### src/rtl/fp_window_pos.sv
module fp_window_pos #(
  parameter int COL_W   = 9,
  parameter int ROW_W   = 10,
  parameter int VSZ_W   = 11,
  parameter int NIB_PIX = 4,
  parameter int COL_REF = 10
) (
  input  logic                 clk,
  input  logic                 rst_n,
  input  logic                 pix_en,
  input  logic                 line_start,
  input  logic                 frame_start,
  input  logic [7:0]           col_off_lo,
  input  logic [7:0]           hsize_lo,
  input  logic [7:0]           row_off_lo,
  input  logic [7:0]           vsize_lo,
  input  logic [6:0]           ovf_bits,
  input  logic                 dual_scan,
  output logic                 de,
  output logic                 blank,
  output logic [COL_W+1:0]     img_col,
  output logic [VSZ_W+1:0]     img_row
);
  localparam int SUB_W = $clog2(NIB_PIX);
  localparam int NIB_W = COL_W + 1;
  localparam int PRW   = VSZ_W + 2;
  localparam int CSW   = NIB_W + 2;
  localparam int RSW   = PRW + 1;
  localparam int IMG_COL_W = COL_W + 2;
  localparam int IMG_ROW_W = VSZ_W + 2;

  logic [COL_W-1:0] sh_col, sh_hsz;
  logic [ROW_W-1:0] sh_row;
  logic [VSZ_W-1:0] sh_vsz;
  logic             sh_dual, framed;
  logic [SUB_W-1:0] sub;
  logic [NIB_W-1:0] pnib;
  logic [PRW-1:0]   prow;

  always_ff @(posedge clk or negedge rst_n) begin
    if (!rst_n) begin
      sh_col <= '0; sh_hsz <= '0; sh_row <= '0; sh_vsz <= '0;
      sh_dual <= 1'b0; framed <= 1'b0;
    end else if (frame_start) begin
      sh_col  <= {ovf_bits[0], col_off_lo};
      sh_hsz  <= {ovf_bits[1], hsize_lo};
      sh_row  <= {ovf_bits[3:2], row_off_lo};
      sh_vsz  <= {ovf_bits[6:4], vsize_lo};
      sh_dual <= dual_scan;
      framed  <= 1'b1;
    end
  end

  always_ff @(posedge clk or negedge rst_n) begin
    if (!rst_n) begin
      sub <= '0; pnib <= '0; prow <= '0;
    end else if (frame_start) begin
      sub <= '0; pnib <= '0; prow <= '0;
    end else if (line_start) begin
      sub <= '0; pnib <= '0;
      if (prow != '1) prow <= prow + 1'b1;
    end else if (pix_en) begin
      if (sub == SUB_W'(NIB_PIX - 1)) begin
        sub <= '0;
        if (pnib != '1) pnib <= pnib + 1'b1;
      end else begin
        sub <= sub + 1'b1;
      end
    end
  end

  logic [CSW-1:0] col_sum;
  logic [RSW-1:0] row_dif;
  logic [PRW-1:0] last_row;
  logic           in_panel;

  assign col_sum  = CSW'(pnib) + CSW'(sh_col) - CSW'(COL_REF);
  assign row_dif  = RSW'(prow) - RSW'(sh_row);
  assign last_row = sh_dual ? PRW'({sh_vsz, 1'b1}) : PRW'(sh_vsz);
  assign in_panel = framed && (NIB_W'(sh_hsz) >= pnib) && (prow <= last_row);

  assign de      = in_panel && !col_sum[CSW-1] && !row_dif[RSW-1];
  assign blank   = in_panel && !de;
  assign img_col = de ? col_sum[IMG_COL_W-1:0] : '0;
  assign img_row = de ? row_dif[IMG_ROW_W-1:0] : '0;
endmodule

### config.mk
export PLATFORM = sky130hd
export DESIGN_NAME = fp_window_pos
export DESIGN_NICKNAME = d
export VERILOG_FILES = /design/src/rtl/fp_window_pos.sv
export SDC_FILE = /design/constraint.sdc
export NUM_CORES = 1
export LEC_CHECK = 0
export ABC_AREA = 1
export BUFFER_PORTS_ARGS = -buffer_cell sky130_fd_sc_hd__buf_2
export CELL_PAD_IN_SITES_DETAIL_PLACEMENT = 0
export CELL_PAD_IN_SITES_GLOBAL_PLACEMENT = 2
export CORE_MARGIN = 2
export CORE_UTILIZATION = 30
export CTS_CLUSTER_DIAMETER = 40
export DETAILED_ROUTE_END_ITERATION = 8
export PLACE_DENSITY_LB_ADDON = 0.2
export SYNTH_ARGS = -nofsm -noshare
export SYNTH_HDL_FRONTEND = slang
export SYNTH_SLANG_ARGS = --single-unit
### constraint.sdc
create_clock -name clk -period 2.45 [get_ports clk]
set_input_delay 0.49 -clock clk [delete_from_list [all_inputs] [get_ports clk]]
set_output_delay 0.49 -clock clk [all_outputs]
set_load 0.02 [all_outputs]
==> metrics.txt <==
placer's final routability congestion estimate 0.8514; number of top-level pins 71; mean number of vias per cell 4.498; fillcell total 1734; PwrDens 510.5 nW/um^2; largest net degree at the start of global routing 67; clock sink count 66; placed cell count 1060; arrival time reported for the critical path endpoint 2.59 ns; min-delay worst type input port to async pin; vias after detailed routing 4876; sequential share of the synthesized area 32.49%; starting utilization of the core area 30.65%; routed wirelength normalized by instance count 13.16 um; placeable core region 16580 sq um; Area after DPL 6457 sq um; final period demand of the worst path 3.082 ns; Longest Clk Path Bufs 2; cell family with most CP delay adder cells; H-tree Lvls 3; via count of the first global-routing pass 4852; Post-Synthesis Cell Area 5084 sq um; remaining global-route overflow 0; root buffer selected by CTS clkbuf_16; run status finished with violations; final standard cell area without fillers 7149 sq um; Seq. cell area 1652 sq um; count of unique library cells instantiated by Yosys 37; largest voltage drop on the vdd net 0.3613 mV; clock transition time at the flip-flop clock pins of the worst setup and hold paths 0.06 ns; number of nets in the layout 959; diodes inserted 0; worst-margin pin slew 0.4282 ns; half-perimeter wire length of the detailed placement result 11.10 mm; worst endpoint required time 1.96 ns; number of buffers inserted by hold repair at cts 0; fraction of final layout cells with drive strength greater than 1 30.56%; global-route wire length before repair 24.07 mm; number of hold violations in the final report 0; area enclosed by the die boundary 18000 sq um; Skew-Pair Late Insertion Delay 0.34 ns; Achievable Freq 324.5 MHz; Design Power 3.650 mW; highest net fanout along the worst path 13; number of violations of the max-capacitance limit 0; footprint of the multi-input gates 3169 sq um; drt total wl 14.26 mm; horizontal die dimension 134.2 um; Cell Chain, Critical Path inv_2, ha_4, inv_2, ha_4, inv_2, fa_2, o21ai_2, nand2_2, nand3_4, nand4_4, buf_12, nor2_2, buf_6; master of the slowest instance on the critical path dfrtp_1; count of routing violations after the opening detailed-route iteration 212; clock tree from TritonCTS built; Pre-Repair DR Iteration Count 4; Syn Nets 797; cell count after synthesis 697; Max Transition Viols Final 0; Post-Synthesis Mean Instance Area 7.294 sq um; kind of end point of the critical path primary output; type of the worst setup path flop to primary output; number of buffers inserted during clock tree synthesis 9; worst hold-check slack 0.1374 ns; total routing resource utilization after global routing 16.91%; unrepaired setup endpoints after global routing true; DRC 0; buffers plus inverters on the worst setup path 5; worst slack, placed -0.3097 ns; area added between synthesis and finish 40.64%; final cell count without fillers 1084; longest individual stage delay on the worst path 0.40 ns; FF+latch count, synth 66; violations in the final reports setup timing; residual antenna-violating net count after detailed routing 0; Clock Skew 0.006310 ns; Leakage 3.676 nW; critical path's most frequent cell inv_2; Site Rows 47; final setup fails 26; count of input and output buffers 70; final worst-path cycle share 125.8%; headroom to the max-slew limit 71.46%; Chip Height 134.2 um; initial antenna violation count 0; critical path launch point type flop; least setup slack across all paths after layout -0.6321 ns; Synth warnings 0
[what timing repair did]
| action | in CTS | in global routing |
|---|---|---|
| resized for setup | 67 | 27 |
| pin swaps | 1 | 1 |
| setup endpoints to repair | 26 | 26 |
| buffers inserted | 5 | 3 |
[through the flow]
step           setup TNS (ns)  utilization (%)
2_1_floorplan          -2.577                -
3_3_place_gp           -6.391            38.94
3_5_place_dp           -7.332            38.94
4_1_cts                -15.83            42.62
5_1_grt                -17.31            43.11
6_report               -15.53            43.11
[layout make-up]
| cell class | count | area share, % |
|---|---|---|
| Inverter | 104 | 5.600 |
| Clock inverter | 4 | 1.015 |
| Timing Repair Buffer | 169 | 18.38 |
| Multi-Input combinational cell | 509 | 44.33 |
| Clock buffer | 12 | 3.728 |
| Sequential cell | 66 | 23.10 |
| Tap cell | 220 | 3.850 |
[cell usage after synthesis]
cell | n | area, sq um
or2_2 | 1 | 6.260
a31oi_1 | 1 | 6.260
nand2_1 | 201 | 754.5
o21a_1 | 1 | 7.510
ha_1 | 53 | 663.1
nand4_1 | 12 | 75.07
nand2_2 | 3 | 18.77
nor2_1 | 41 | 153.9
nor2_2 | 18 | 112.6
buf_4 | 1 | 7.510
nand3_1 | 33 | 165.2
buf_2 | 1 | 5.000
nand3_2 | 4 | 40.04
a21o_1 | 2 | 15.01
xor2_1 | 14 | 122.6
nor3_2 | 1 | 10.01
a31o_2 | 1 | 8.760
nor2_4 | 2 | 22.52
a21oi_1 | 24 | 120.1
o21ai_1 | 1 | 5.000
nor3b_1 | 3 | 22.52
inv_4 | 1 | 6.260
o21ai_4 | 1 | 16.27
a21oi_2 | 1 | 8.760
o21bai_1 | 3 | 22.52
nor3_1 | 11 | 55.05
o21ai_0 | 55 | 275.3
o21ai_2 | 5 | 43.79
buf_6 | 5 | 56.30
nand4_4 | 1 | 21.27
inv_2 | 3 | 11.26
dfrtp_1 | 66 | 1652
xnor2_1 | 9 | 78.83
inv_1 | 100 | 375.4
o31ai_1 | 5 | 37.54
clkbuf_1 | 11 | 41.29
fa_1 | 2 | 40.04
[metal layers]
layer	track usage (%)	vias to the layer above	routed length, um
met2	26.25	63	6233
met3	2.910	12	439
met1	24.16	2245	7411
li1	-	2556	-
met4	4.854	0	176
met5	0	-	0
[cell families after synthesis]
kind of cell / count (synthesis) / synth area share (%)
AND/OR/NAND/NOR: 331 / 28.67
adder cells (fa/ha/maj): 55 / 13.83
AO/OA/AOI/OAI: 100 / 11.15
XOR/XNOR: 23 / 3.963
flip-flops: 66 / 32.49
buffers and inverters: 122 / 9.894
[placed cells by master, fill, tap and decap left out, drive strengths merged]
cell      Yosys  final
a21o          2      2
o21bai        3      3
nor2         61     61
a31oi         1      1
bufinv        0      2
clkbuf       11     12
a31o          1      1
nor3         12     12
ha           53     53
clkinvlp      0      1
fa            2      2
or2           1      1
buf           7    169
xnor2         9      9
clkinv        0      1
nand2       204    204
o21ai        62     62
nand3        37     37
nand4        13     13
xor2         14     14
dfrtp        66     66
a21oi        25     25
o31ai         5      5
o21a          1      1
inv         104    104
nor3b         3      3
[worst register-to-register path: stages, from the launching register on]
cell and delay (ns):
dfrtp_1 0.38, buf_4 0.17, ha_1 0.20, nand3_1 0.11, nor2_1 0.22, nand3_2 0.13
inv_2 0.08, nand3_2 0.06, nand2_2 0.10, nand2_2 0.19, inv_1 0.18, o21ai_0 0.11
[flip-flops by register name, indices dropped and copies added, names as in the netlist]
name and count:
framed 1, sh_col 9, sh_vsz 11, prow 13, sh_dual 1, sh_row 10, pnib 10, sub 2
sh_hsz 9
[path summary, 6_finish.rpt]
path                               startpoint     endpoint  slack, ns  cells past startpoint
worst max-delay path                  pnib[1]  img_row[12]      -0.63                     13
worst min-delay path                    rst_n      pnib[2]       0.14                      2
worst max register to register        pnib[0]      pnib[6]       0.40                     11
worst min register to register         framed       framed       0.47                      1
max in group asynchronous               rst_n      prow[8]       1.97                      2
min in group clk                col_off_lo[3]    sh_col[3]       0.34                      3
[report_power, final]
| group | switching (mW) | internal, mW |
|---|---|---|
| logic | 0.524 | 0.434 |
| clock network | 0.523 | 0.973 |
| registers | 0.0385 | 1.16 |
| total | 1.09 | 2.56 |
No activity file was read; power rests on OpenSTA's default activity.
